File: config.mk
export PLATFORM = sky130hd
export DESIGN_NAME = rxdesc_path_ctrl
export DESIGN_NICKNAME = d
export VERILOG_FILES = /design/src/rtl/rxdp_pkg.sv /design/src/rtl/rxdp_lowbuf.sv /design/src/rtl/rxdp_fsm.sv /design/src/rtl/rxdp_outdec.sv /design/src/rtl/rxdesc_path_ctrl.sv
export SDC_FILE = /design/constraint.sdc
export NUM_CORES = 1
export LEC_CHECK = 0
export ABC_CLOCK_PERIOD_IN_PS = 2200
export BUFFER_PORTS_ARGS = -buffer_cell sky130_fd_sc_hd__buf_2
export CORE_UTILIZATION = 36
export CTS_CLUSTER_DIAMETER = 50
export DETAILED_ROUTE_END_ITERATION = 10
export PLACE_DENSITY = 0.88
export SYNTH_ARGS = -nofsm -noshare
export SYNTH_HDL_FRONTEND = slang
export SYNTH_SLANG_ARGS = --single-unit
File: constraint.sdc
create_clock -name clk -period 2.2 [get_ports clk]
set_input_delay 0.22 -clock clk [delete_from_list [all_inputs] [get_ports clk]]
set_output_delay 0.22 -clock clk [all_outputs]
set_load 0.02 [all_outputs]
File: src/rtl/rxdp_pkg.sv
package rxdp_pkg;

    typedef enum logic [2:0] {
        ST_IDLE   = 3'd0,
        ST_REREAD = 3'd1,
        ST_BUF    = 3'd2,
        ST_DESC   = 3'd3,
        ST_RSRC   = 3'd4,
        ST_REJECT = 3'd5
    } rx_state_e;

    typedef struct packed {
        logic rba;
        logic rda;
        logic rda_wr;
        logic rra;
        logic reject;
    } area_req_t;

    function automatic area_req_t decode_state(input rx_state_e st);
        area_req_t r;
        r = '0;
        case (st)
            ST_REREAD: r.rda = 1'b1;
            ST_BUF:    r.rba = 1'b1;
            ST_DESC: begin
                r.rda    = 1'b1;
                r.rda_wr = 1'b1;
            end
            ST_RSRC:   r.rra = 1'b1;
            ST_REJECT: r.reject = 1'b1;
            default:   r = '0;
        endcase
        return r;
    endfunction

endpackage

File: src/rtl/rxdp_lowbuf.sv
module rxdp_lowbuf #(
    parameter int CNT_W = 16
) (
    input  logic             clk,
    input  logic             rst,
    input  logic             capture,
    input  logic [CNT_W-1:0] rbwc,
    input  logic [CNT_W-1:0] eobc,
    output logic             low_q
);
    always_ff @(posedge clk) begin
        if (rst) begin
            low_q <= 1'b0;
        end else if (capture) begin
            low_q <= (rbwc < eobc);
        end
    end
endmodule

File: src/rtl/rxdp_fsm.sv
module rxdp_fsm
    import rxdp_pkg::*;
(
    input  logic      clk,
    input  logic      rst,
    input  logic      pkt_req,
    input  logic      eol_prev,
    input  logic      mem_done,
    input  logic      link_eol,
    input  logic      low_q,
    output rx_state_e state
);
    rx_state_e nxt;

    always_comb begin
        nxt = state;
        case (state)
            ST_IDLE:   if (pkt_req)  nxt = eol_prev ? ST_REREAD : ST_BUF;
            ST_REREAD: if (mem_done) nxt = link_eol ? ST_REJECT : ST_BUF;
            ST_BUF:    if (mem_done) nxt = ST_DESC;
            ST_DESC:   if (mem_done) nxt = low_q ? ST_RSRC : ST_IDLE;
            ST_RSRC:   if (mem_done) nxt = ST_IDLE;
            ST_REJECT: nxt = ST_IDLE;
            default:   nxt = ST_IDLE;
        endcase
    end

    always_ff @(posedge clk) begin
        if (rst) state <= ST_IDLE;
        else     state <= nxt;
    end
endmodule

File: src/rtl/rxdp_outdec.sv
module rxdp_outdec
    import rxdp_pkg::*;
(
    input  rx_state_e state,
    output logic      req_rba,
    output logic      req_rda,
    output logic      rda_we,
    output logic      req_rra,
    output logic      pkt_reject
);
    area_req_t r;

    always_comb begin
        r          = decode_state(state);
        req_rba    = r.rba;
        req_rda    = r.rda;
        rda_we     = r.rda_wr;
        req_rra    = r.rra;
        pkt_reject = r.reject;
    end
endmodule

File: src/rtl/rxdesc_path_ctrl.sv
module rxdesc_path_ctrl
    import rxdp_pkg::*;
#(
    parameter int LINK_W  = 32,
    parameter int CNT_W   = 16,
    parameter int EOL_BIT = 0
) (
    input  logic              clk,
    input  logic              rst,
    input  logic              pkt_req,
    input  logic              eol_prev,
    input  logic [LINK_W-1:0] link_data,
    input  logic [CNT_W-1:0]  rbwc,
    input  logic [CNT_W-1:0]  eobc,
    input  logic              mem_done,
    output logic              req_rba,
    output logic              req_rda,
    output logic              rda_we,
    output logic              req_rra,
    output logic              pkt_reject
);
    rx_state_e state;
    logic      low_q;
    logic      link_eol;
    logic      buf_done;
    logic      link_unused;

    assign link_eol    = link_data[EOL_BIT];
    assign link_unused = ^link_data;
    assign buf_done    = (state == ST_BUF) && mem_done;

    rxdp_lowbuf #(.CNT_W(CNT_W)) u_lowbuf (
        .clk     (clk),
        .rst     (rst),
        .capture (buf_done),
        .rbwc    (rbwc),
        .eobc    (eobc),
        .low_q   (low_q)
    );

    rxdp_fsm u_fsm (
        .clk      (clk),
        .rst      (rst),
        .pkt_req  (pkt_req),
        .eol_prev (eol_prev),
        .mem_done (mem_done),
        .link_eol (link_eol),
        .low_q    (low_q),
        .state    (state)
    );

    rxdp_outdec u_outdec (
        .state      (state),
        .req_rba    (req_rba),
        .req_rda    (req_rda),
        .rda_we     (rda_we),
        .req_rra    (req_rra),
        .pkt_reject (pkt_reject)
    );
endmodule

### Word level (Yosys, flattened, before mapping)

Cells that the tools add are included.

* register bits after elaboration: 4
* output and inout bits: 5
* word-level logic and storage cells: 31

* equality and inequality tests: 10
* magnitude comparators: 1
* reductions and logical operators: 4
* muxes and demuxes: 14

Operator list (count)
* $mux W3: 7
* $lt A16 B16 Y1: 1
* $pmux W3 S5: 1
* $ne A2 B2 Y1 const B: 5
* $eq A3 B2 Y1 const B: 2
* $eq A3 B3 Y1 const B: 2
* $mux W1: 5
* $reduce_and A5 Y1: 1
* $eq A3 B1 Y1 const B: 1
* $logic_not A3 Y1: 1
* $mux W2: 1
* $reduce_or A2 Y1: 1
* $logic_and A1 B1 Y1: 1

### Longest topological paths before layout

Gate-level depths: netlist of the first run.

* depth in word-level cells: 3
* depth in mapped cells: 7
* gate-level depth less buffers: 7

### By module

A second synthesis of the first run with hierarchy kept.

* cell total of the unflattened synthesis: 84
* area, all modules: 673.1 um^2

By module, submodules not included
* rxdp_lowbuf: instances 1, cells each 56, area an instance 452.9 um^2
* rxdp_fsm: instances 1, cells each 22, area an instance 163.9 um^2
* rxdp_outdec: instances 1, cells each 5, area an instance 43.8 um^2
* rxdesc_path_ctrl: instances 1, cells each 1, area an instance 12.5 um^2

### Worst setup path after synthesis of the first run

No wires, ideal clock.

* path type: register -> register
* start point: register u_fsm.state[2]
* end point: register u_lowbuf.low_q
* setup time: 0.087 ns
* required time: 2.113 ns
* cell stages (with the launch flop): 7
* arrival: 1.453 ns
* slack: 0.660 ns
* clock period less this slack: 1.540 ns
* path through: dfxtp_1 -> buf_6 -> nor3b_4 -> nand2_2 -> a2111oi_4 -> o21ai_1 -> o31ai_1

* word-level cells in the longest chain between the ends: 2

Ends and longest elaborated chain
* start, declared: line rxdp_fsm.sv:11 `output rx_state_e state`
* start signal, assigned: line rxdp_fsm.sv:30 `else state <= nxt;`
* $eq A3 B2 Y1: line rxdesc_path_ctrl.sv:30 `assign buf_done = (state == ST_BUF) && mem_done;`
* $logic_and A1 B1 Y1: line rxdesc_path_ctrl.sv:30
* end signal, assigned: line rxdp_lowbuf.sv:15 `low_q <= (rbwc < eobc);`
* end, declared: line rxdp_lowbuf.sv:9 `output logic low_q`

Every way passes these cells.
A chain may end at the register's enable or synchronous reset.

### Worst setup path after layout of the first run

* start point: register u_fsm.state[1]
* end point: register u_lowbuf.low_q

Same word-level chain as after synthesis.

==> flow_metrics.env, run 1 <==
export IMPL_drt_iter0_markers=7
export IMPL_cts_repair_resized=0
export IMPL_final_setup_skew_ns=0.000252
export IMPL_synth_nets=168
export IMPL_holdBufCountCts=0
export IMPL_die_x_um=44.8
export IMPL_pwr_share_comb=0.424
export IMPL_slew_viol_final=0
export IMPL_min_from="rst"
export IMPL_die_area_mm2=0.00201
export IMPL_drive_gt1_frac=0.402
export IMPL_rows=15
export IMPL_cts_htree_levels=1
export IMPL_hold_depth=2
export IMPL_power_total_mw=0.321
export IMPL_reg2reg_to="u_lowbuf.low_q$_SDFFE_PP0P_"
export IMPL_path_max_fanout=11
export IMPL_synth_seq_cells=4
export IMPL_post_route_min_period_ns=1.57
export IMPL_irDropWorstVdd_mv=0.235
export IMPL_synth_cell_type_count=29
export IMPL_clk_path_buf_depth=2
export IMPL_core_area_mm2=0.00173
export IMPL_routedWlPerCell_um=9.35
export IMPL_setup_tns_ns=0
export IMPL_drcViolationCount=0
export IMPL_leakagePower_nw=0.510
export IMPL_place_congestion=0.666
export IMPL_pwr_share_clk=0.286
export IMPL_io_buffer_count=42
export IMPL_grt_max_degree=12
export IMPL_die_h_um=44.8
export IMPL_crit_type="reg2reg"
export IMPL_grt_remaining_overflow=0
export IMPL_worst_slew_pin_slew_ns=0.304
export IMPL_reg2reg_slack_ns=0.63
export IMPL_maxCapViolCount=0
export IMPL_worst_r2r_startpoint="u_fsm.state[1]$_SDFFE_PP0P_"
export IMPL_final_seq_area_um2=80.1
export IMPL_clk_pin_slew_worst_paths_ns=0.04
export IMPL_grt_setup_unrepaired="no"
export IMPL_dr_total_vias=732
export IMPL_hold_ws_ns=0.239
export IMPL_ant_nets=0
export IMPL_dp_hpwl_um=1270
export IMPL_min_period_over_period=0.712
export IMPL_rr_worst_depth=5
export IMPL_diodes=0
export IMPL_power_density_mw_per_mm2=353
export IMPL_p_switching_mw=0.108
export IMPL_status="complete, no violations"
export IMPL_cts_tree="built"
export IMPL_avgSynthCellArea_um2=7.85
export IMPL_multi_input_area_um2=504
export IMPL_initial_utilization=0.382
export IMPL_switching_share=0.337
export IMPL_hold_violations=0
export IMPL_numCtsBuffers=3
export IMPL_p_int_mw=0.213
export IMPL_cts_setup_buffers=0
export IMPL_critPathArrivalTime_ns=1.72
export IMPL_fin_nets=213
export IMPL_setup_slack_ns=0.633
export IMPL_maxSlewHeadroom=0.797
export IMPL_holdPathEnd="u_fsm.state[2]$_SDFFE_PP0P_"
export IMPL_fmax_mhz=638
export IMPL_n_fill_cell=181
export IMPL_synthToLayoutAreaGrowth_pct=37.8
export IMPL_seqPwrFrac=0.289
export IMPL_dp_slack_ns=0.613
export IMPL_netlist_instances=84
export IMPL_netlist_area_um2=659
export IMPL_drt_wl_total_um=1420
export IMPL_crit_path_end_kind="flip-flop"
export IMPL_clock_sinks=4
export IMPL_clockRootBuffer="clkbuf_4"
export IMPL_synth_seq_area_share=0.121
export IMPL_hp_class="in2reg"
export IMPL_ios=74
export IMPL_cp_start_kind="flip-flop"
export IMPL_antenna_found_initial=0
export IMPL_cp_data_required_time_ns=2.35
export IMPL_grt_pass1_wl_um=2390
export IMPL_ys_warn_count=0
export IMPL_via_per_inst=4.82
export IMPL_grt_pass1_vias=658
export IMPL_setup_viol=0
export IMPL_firstDrtPassIters=4
export IMPL_grt_util_all_layers=0.161
export IMPL_clk_latency_ns=0.24
## worst max-delay path, cell delays in order (launching register included)
cell       delay, ns
dfxtp_1         0.48
nor3b_4         0.26
nand2_2         0.11
a2111oi_4       0.30
o21ai_1         0.10
o31ai_1         0.23
## cell usage after synthesis
| cell | count | area share |
|---|---|---|
| a2111oi_4 | 1 | 0.042 |
| a211oi_1 | 3 | 0.034 |
| a21o_1 | 2 | 0.023 |
| a21oi_1 | 6 | 0.046 |
| a31oi_1 | 1 | 0.0095 |
| and2b_2 | 1 | 0.013 |
| and3b_2 | 2 | 0.030 |
| buf_6 | 1 | 0.017 |
| clkbuf_1 | 1 | 0.0057 |
| dfxtp_1 | 4 | 0.12 |
| ha_1 | 15 | 0.28 |
| inv_1 | 16 | 0.091 |
| mux2i_1 | 1 | 0.015 |
| nand2_1 | 5 | 0.028 |
| nand2_2 | 1 | 0.0095 |
| nand2b_1 | 2 | 0.019 |
| nand3_1 | 3 | 0.023 |
| nand3b_1 | 1 | 0.011 |
| nand4_1 | 3 | 0.028 |
| nor2_1 | 3 | 0.017 |
| nor3_1 | 1 | 0.0076 |
| nor3b_1 | 1 | 0.011 |
| nor3b_4 | 1 | 0.028 |
| nor4b_1 | 1 | 0.013 |
| o21ai_0 | 4 | 0.030 |
| o21ai_1 | 1 | 0.0076 |
| o21bai_1 | 1 | 0.011 |
| o31ai_1 | 1 | 0.011 |
| or3_1 | 1 | 0.0095 |
## metal layers
metal	GRT usage	wire length (µm)
met5	0	0
met4	0.0364	0
met3	0.0600	96
met2	0.297	726
met1	0.173	597
## flip-flops by register name, summed over array words and instances, names as in the netlist
signal / flops
u_lowbuf.low_q: 1
u_fsm.state: 3
## through the flow
step,instances,cell area (µm²),utilization
after floorplan,84,659,-
after global placement,149,886,0.513
after detailed placement,149,886,0.513
after CTS,152,908,0.526
after global routing,152,908,0.526
final,152,908,0.526
## worst max-delay path by stage
stage,start,end,slack (ns),cells past startpoint
detailed placement,rbwc[14],u_lowbuf.low_q$_SDFFE_PP0P_,0.61,7
CTS,u_fsm.state[1]$_SDFFE_PP0P_,u_lowbuf.low_q$_SDFFE_PP0P_,0.62,5
global route,u_fsm.state[1]$_SDFFE_PP0P_,u_lowbuf.low_q$_SDFFE_PP0P_,0.46,5
floorplan,u_fsm.state[2]$_SDFFE_PP0P_,u_lowbuf.low_q$_SDFFE_PP0P_,0.66,6
global placement,rbwc[14],u_lowbuf.low_q$_SDFFE_PP0P_,0.61,7
finish,u_fsm.state[1]$_SDFFE_PP0P_,u_lowbuf.low_q$_SDFFE_PP0P_,0.63,5
## final cells by class
class | count | share of cell area
repair buffers | 42 | 0.231
clock buffers | 3 | 0.0248
flip-flops and latches | 4 | 0.0882
inverters | 16 | 0.0661
well taps | 25 | 0.0344
multi-input cells | 62 | 0.555
## power groups by stage
| stage | Clock [mW] | Combinational, mW | Sequential, mW |
|---|---|---|---|
| after floorplan | 0 | 0.0888 | 0.0863 |
| after global placement | 0 | 0.130 | 0.0927 |
| after detailed placement | 0 | 0.137 | 0.0939 |
| after CTS | 0.0948 | 0.138 | 0.0929 |
| after global routing | 0.100 | 0.156 | 0.0947 |
| final | 0.0919 | 0.136 | 0.0928 |
## layout by cell type, fill, tap and decap left out
| cell type | netlist | final |
|---|---|---|
| ha_1 | 15 | 15 |
| or3_1 | 1 | 1 |
| dfxtp_1 | 4 | 4 |
| buf_2 | 0 | 42 |
| nand3_1 | 3 | 3 |
| a211oi_1 | 3 | 3 |
| nand2_1 | 5 | 5 |
| nand2_2 | 1 | 1 |
| a2111oi_4 | 1 | 1 |
| clkbuf_4 | 0 | 3 |
| nand2b_1 | 2 | 2 |
| o21bai_1 | 1 | 1 |
| nand4_1 | 3 | 3 |
| and3b_2 | 2 | 2 |
| mux2i_1 | 1 | 1 |
| and2b_2 | 1 | 1 |
| nor3_1 | 1 | 1 |
| nor4b_1 | 1 | 1 |
| a21oi_1 | 6 | 6 |
| nor3b_4 | 1 | 1 |
| nor3b_1 | 1 | 1 |
| nor2_1 | 3 | 3 |
| o31ai_1 | 1 | 1 |
| inv_1 | 16 | 16 |
| o21ai_1 | 1 | 1 |
| o21ai_0 | 4 | 4 |
| a31oi_1 | 1 | 1 |
| a21o_1 | 2 | 2 |
| nand3b_1 | 1 | 1 |
## logic make-up (layout without fill, tap and decap cells)
| logic type | Yosys count | count (layout) | share of synthesized area |
|---|---|---|---|
| AO/OA/AOI/OAI | 20 | 20 | 0.214 |
| buffers and inverters | 18 | 61 | 0.114 |
| AND/OR/NAND/NOR | 26 | 26 | 0.250 |
| multiplexers | 1 | 1 | 0.0152 |
| flip-flops | 4 | 4 | 0.121 |
| adder cells (fa/ha/maj) | 15 | 15 | 0.285 |
No activity file was read; power rests on OpenSTA's default activity.
==> inputs of run 2 (changes only) <==
ABC_CLOCK_PERIOD_IN_PS = 1330   (was 2200)
CORE_UTILIZATION = 30   (was 36)
PLACE_DENSITY = 0.78   (was 0.88)
clock period = 1.33 ns   (was 2.2 ns; I/O delays follow)
==> flow_metrics.env, run 2 (synthesis gave the netlist of run 1 again) <==
export IMPL_status="complete, no violations"
export IMPL_worst_slew_pin_slew_ns=0.240
export IMPL_cp_data_required_time_ns=1.20
export IMPL_fmax_mhz=803
export IMPL_p_int_mw=0.371
export IMPL_cts_htree_levels=1
export IMPL_p_switching_mw=0.185
export IMPL_hold_ws_ns=0.157
export IMPL_finish_utilization=0.476
export IMPL_switching_share=0.333
export IMPL_rows=16
export IMPL_reg2reg_slack_ns=0.12
export IMPL_seqPwrFrac=0.253
export IMPL_grt_setup_unrepaired="no"
export IMPL_drive_gt1_frac=0.451
export IMPL_n_fill_cell=198
export IMPL_crit_chain="buf_4, nor3b_2, buf_2"
export IMPL_crit_path_end_kind="output pin"
export IMPL_die_h_um=48.9
export IMPL_dp_slack_ns=-0.205
export IMPL_drt_wl_total_um=1570
export IMPL_drt_iter0_markers=2
export IMPL_clk_path_buf_depth=2
export IMPL_dp_hpwl_um=1390
export IMPL_numCtsBuffers=3
export IMPL_core_area_mm2=0.00202
export IMPL_slew_viol_final=0
export IMPL_final_seq_area_um2=82.6
export IMPL_cts_tree="built"
export IMPL_critPathArrivalTime_ns=1.11
export IMPL_reg_top3="u_fsm.state (3), u_lowbuf.low_q (1)"
export IMPL_grt_util_all_layers=0.141
export IMPL_hold_violations=0
export IMPL_min_period_over_period=0.936
export IMPL_ant_nets=0
export IMPL_power_density_mw_per_mm2=578
export IMPL_top_register="u_fsm.state"
export IMPL_grt_pass1_vias=723
export IMPL_maxSlewHeadroom=0.838
export IMPL_multi_input_area_um2=509
export IMPL_grt_remaining_overflow=0
export IMPL_post_route_min_period_ns=1.24
export IMPL_setup_slack_ns=0.0851
export IMPL_clockRootBuffer="clkbuf_4"
export IMPL_path_max_fanout=8
export IMPL_via_per_inst=4.75
export IMPL_pwr_share_clk=0.270
export IMPL_largest_reg_flops=3
export IMPL_clock_sinks=4
export IMPL_final_cell_mix="buf_2, inv_1, ha_1, a21oi_1, buf_4"
export IMPL_place_congestion=0.759
export IMPL_setup_tns_ns=0
export IMPL_grt_max_degree=11
export IMPL_die_area_mm2=0.00239
export IMPL_clk_latency_ns=0.23
export IMPL_crit_family="buffers and inverters"
export IMPL_final_setup_skew_ns=0.00260
export IMPL_io_buffer_count=42
export IMPL_setup_viol=0
export IMPL_pwr_share_comb=0.477
export IMPL_antenna_found_initial=0
export IMPL_maxCapViolCount=0
export IMPL_ios=74
export IMPL_irDropWorstVdd_mv=0.272
export IMPL_cp_buffers_inverters=2
export IMPL_diodes=0
export IMPL_cp_start_kind="flip-flop"
export IMPL_slowest_delay_ns=0.32
export IMPL_grt_pass1_wl_um=2710
export IMPL_initial_utilization=0.326
export IMPL_clk_pin_slew_worst_paths_ns=0.04
export IMPL_routedWlPerCell_um=9.84
export IMPL_drcViolationCount=0
export IMPL_hp_class="in2reg"
export IMPL_fin_nets=219
export IMPL_dr_total_vias=760
export IMPL_crit_type="reg2out"
export IMPL_firstDrtPassIters=2
export IMPL_final_common_cell="buf_2"
export IMPL_leakagePower_nw=0.544
export IMPL_die_x_um=48.9
export IMPL_worst_path_max_delay_cell="dfxtp_1"
export IMPL_synthToLayoutAreaGrowth_pct=46.1
[run 2: cell types whose count changed in the layout (fill, tap and decap cells not counted)]
cell	before	now
nor3b_2	0	1
dfxtp_1	4	2
dfxtp_2	0	2
nor3b_1	1	0
buf_4	0	6
[run 2: timing repair]
item | 4_1_cts | 5_1_grt
endpoints found under the setup margin | 1 | 1
gates cloned | 0 | 0
pin swaps | 4 | 2
endpoints found under the hold margin | 0 | 0
hold buffers | 0 | 0
resized for setup | 2 | 0
setup buffers | 0 | 0
[run 2: through the flow]
step | cell area [µm²] | cells | total power [mW]
2_1_floorplan | 664 | 84 | 0.291
3_3_place_gp | 938 | 157 | 0.395
3_5_place_dp | 938 | 157 | 0.408
4_1_cts | 963 | 160 | 0.564
5_1_grt | 963 | 160 | 0.611
6_report | 963 | 160 | 0.556
[run 2: worst paths after layout]
path                                       to  depth (start not counted)                        start
setup / recovery                      req_rra                          3  u_fsm.state[0]$_SDFFE_PP0P_
hold / removal    u_fsm.state[1]$_SDFFE_PP0P_                          2                          rst
setup reg to reg  u_lowbuf.low_q$_SDFFE_PP0P_                          5  u_fsm.state[2]$_SDFFE_PP0P_
hold reg to reg   u_lowbuf.low_q$_SDFFE_PP0P_                          2  u_lowbuf.low_q$_SDFFE_PP0P_
[run 2: cell type report]
class,count,share of cell area
multi-input cells,62,0.529
well taps,27,0.0351
repair buffers,48,0.265
clock buffers,3,0.0234
inverters,16,0.0623
flip-flops and latches,4,0.0857
[run 2: power groups by stage]
stage,clock (mW),sequential (mW),combinational [mW]
finish,0.150,0.141,0.265
global route,0.170,0.141,0.299
CTS,0.155,0.141,0.268
detailed placement,0,0.141,0.267
global placement,0,0.141,0.254
floorplan,0,0.143,0.147
[run 2: metal layers]
metal / wire, µm / part of all wire / track usage / up-vias
met1: 632 / 0.40 / 0.148 / 336
met5: 0 / 0 / 0 / -
met2: 863 / 0.55 / 0.275 / 27
met3: 78 / 0.050 / 0.00935 / 0
li1: - / - / - / 397
met4: 0 / 0 / 0.0735 / 0
[run 2: worst register-to-register path, delay by kind of cell (launching register included)]
family,cells,cell delay (ns)
AO/OA/AOI/OAI,3,0.48
flip-flops,1,0.32
AND/OR/NAND/NOR,2,0.32
==> inputs of run 3 (changes only) <==
CORE_UTILIZATION = 25   (was 30)
PLACE_DENSITY = 0.68   (was 0.78)
REMOVE_ABC_BUFFERS = 1   (was default)
==> flow_metrics.env, run 3 (synthesis gave the netlist of run 1 again) <==
export IMPL_status="complete, no violations"
export IMPL_leakagePower_nw=0.564
export IMPL_synthToLayoutAreaGrowth_pct=53.7
export IMPL_grt_remaining_overflow=0
export IMPL_path_max_fanout=2
export IMPL_via_per_inst=4.66
export IMPL_min_period_over_period=0.930
export IMPL_clock_sinks=4
export IMPL_drt_iter0_markers=10
export IMPL_grt_pass1_vias=714
export IMPL_grt_pass1_wl_um=2620
export IMPL_stdcell_count=167
export IMPL_drcViolationCount=0
export IMPL_crit_type="in2reg"
export IMPL_hp_class="in2reg"
export IMPL_rr_worst_depth=5
export IMPL_dp_hpwl_um=1430
export IMPL_clk_pin_slew_worst_paths_ns=0.04
export IMPL_numCtsBuffers=3
export IMPL_ios=74
export IMPL_die_x_um=53.4
export IMPL_rows=18
export IMPL_die_h_um=53.4
export IMPL_die_area_mm2=0.00285
export IMPL_drive_gt1_frac=0.489
export IMPL_post_route_min_period_ns=1.24
export IMPL_clk_latency_ns=0.23
export IMPL_worst_r2r_startpoint="u_fsm.state[2]$_SDFFE_PP0P_"
export IMPL_maxSlewHeadroom=0.836
export IMPL_setup_slack_ns=0.0927
export IMPL_final_setup_skew_ns=0.0000931
export IMPL_placed_area_um2=960
export IMPL_crit_path_end_kind="flip-flop"
export IMPL_ant_nets=0
export IMPL_place_congestion=0.754
export IMPL_fin_nets=223
export IMPL_reg_top3="u_fsm.state (3), u_lowbuf.low_q (1)"
export IMPL_critPathArrivalTime_ns=1.39
export IMPL_fmax_mhz=808
export IMPL_reg2reg_slack_ns=0.10
export IMPL_dr_total_vias=779
export IMPL_grt_max_degree=11
export IMPL_firstDrtPassIters=4
export IMPL_slew_viol_final=0
export IMPL_largest_reg_flops=3
export IMPL_final_cell_mix="buf_2, inv_1, ha_1, buf_4, a21oi_1"
export IMPL_n_fill_cell=273
export IMPL_holdBufCountCts=0
export IMPL_diodes=0
export IMPL_setup_viol=0
export IMPL_clockRootBuffer="clkbuf_4"
export IMPL_cp_start_kind="primary input"
export IMPL_final_area_mm2=0.00101
export IMPL_power_density_mw_per_mm2=568
export IMPL_routedWlPerCell_um=9.32
export IMPL_hold_ws_ns=0.157
export IMPL_top_register="u_fsm.state"
export IMPL_maxCapViolCount=0
export IMPL_cp_data_required_time_ns=1.48
export IMPL_grt_setup_unrepaired="yes"
export IMPL_antenna_found_initial=0
export IMPL_dp_slack_ns=-0.184
export IMPL_irDropWorstVdd_mv=0.252
export IMPL_grt_util_all_layers=0.127
export IMPL_final_common_cell="buf_2"
export IMPL_worst_slew_pin_slew_ns=0.243
export IMPL_reg2reg_to="u_lowbuf.low_q$_SDFFE_PP0P_"
export IMPL_endpoint="u_lowbuf.low_q$_SDFFE_PP0P_"
export IMPL_clk_path_buf_depth=2
export IMPL_hold_violations=0
export IMPL_cts_tree="built"
export IMPL_initial_utilization=0.266
export IMPL_cts_htree_levels=1
export IMPL_core_area_mm2=0.00248
export IMPL_drt_wl_total_um=1560
export IMPL_startpoint="rbwc[14]"
export IMPL_dp_cells=163
export IMPL_power_total_mw=0.576
export IMPL_io_buffer_count=42
==> run 3: area by class of cell <==
class	instances	area [µm²]	share of cell area
Inverter	16	60.1	0.0593
Multi-Input combinational cell	62	524	0.517
Sequential cell	4	83.8	0.0827
Timing Repair Buffer	52	285	0.281
Clock buffer	3	22.5	0.0222
Tap cell	30	37.5	0.0370
==> run 3: how the worst min path moves through the flow <==
stage,startpoint,to,cells after the start
6_report,rst,u_fsm.state[1]$_SDFFE_PP0P_,2
5_1_grt,rst,u_fsm.state[0]$_SDFFE_PP0P_,2
4_1_cts,rst,u_fsm.state[2]$_SDFFE_PP0P_,2
3_5_place_dp,rst,u_fsm.state[2]$_SDFFE_PP0P_,2
3_3_place_gp,rst,u_fsm.state[1]$_SDFFE_PP0P_,2
2_1_floorplan,rst,u_fsm.state[2]$_SDFFE_PP0P_,1
==> run 3: per-stage QoR <==
stage	setup TNS, ns	util
final	0	0.409
after global routing	-0.0224	0.409
after CTS	0	0.402
after detailed placement	-0.184	0.387
after global placement	-0.133	0.387
after floorplan	-0.293	-
==> run 3: what timing repair did <==
item / in CTS / in global routing
buffers inserted: 1 / 0
pin swaps: 3 / 6
setup endpoints to repair: 2 / 1
gates resized for setup: 2 / 4
==> run 3: critical path, cell delays in order <==
cell and delay [ns]:
buf_2 0.10, ha_1 0.29, nand4_1 0.15, nor2_2 0.07
a2111oi_4 0.32, o21ai_1 0.11, o31ai_1 0.21
==> run 3: metal layers <==
layer	vias to the layer above	routed length, µm	global-route usage
li1	403	-	-
met1	341	639	0.128
met2	35	818	0.244
met3	0	100	0.0172
met4	0	0	0.0658
met5	-	0	0
==> run 3: report_power, final <==
part           internal, mW  total (mW)  switching (mW)
sequential            0.134       0.141         0.00748
clock                 0.101       0.149          0.0481
combinational         0.152       0.286           0.133
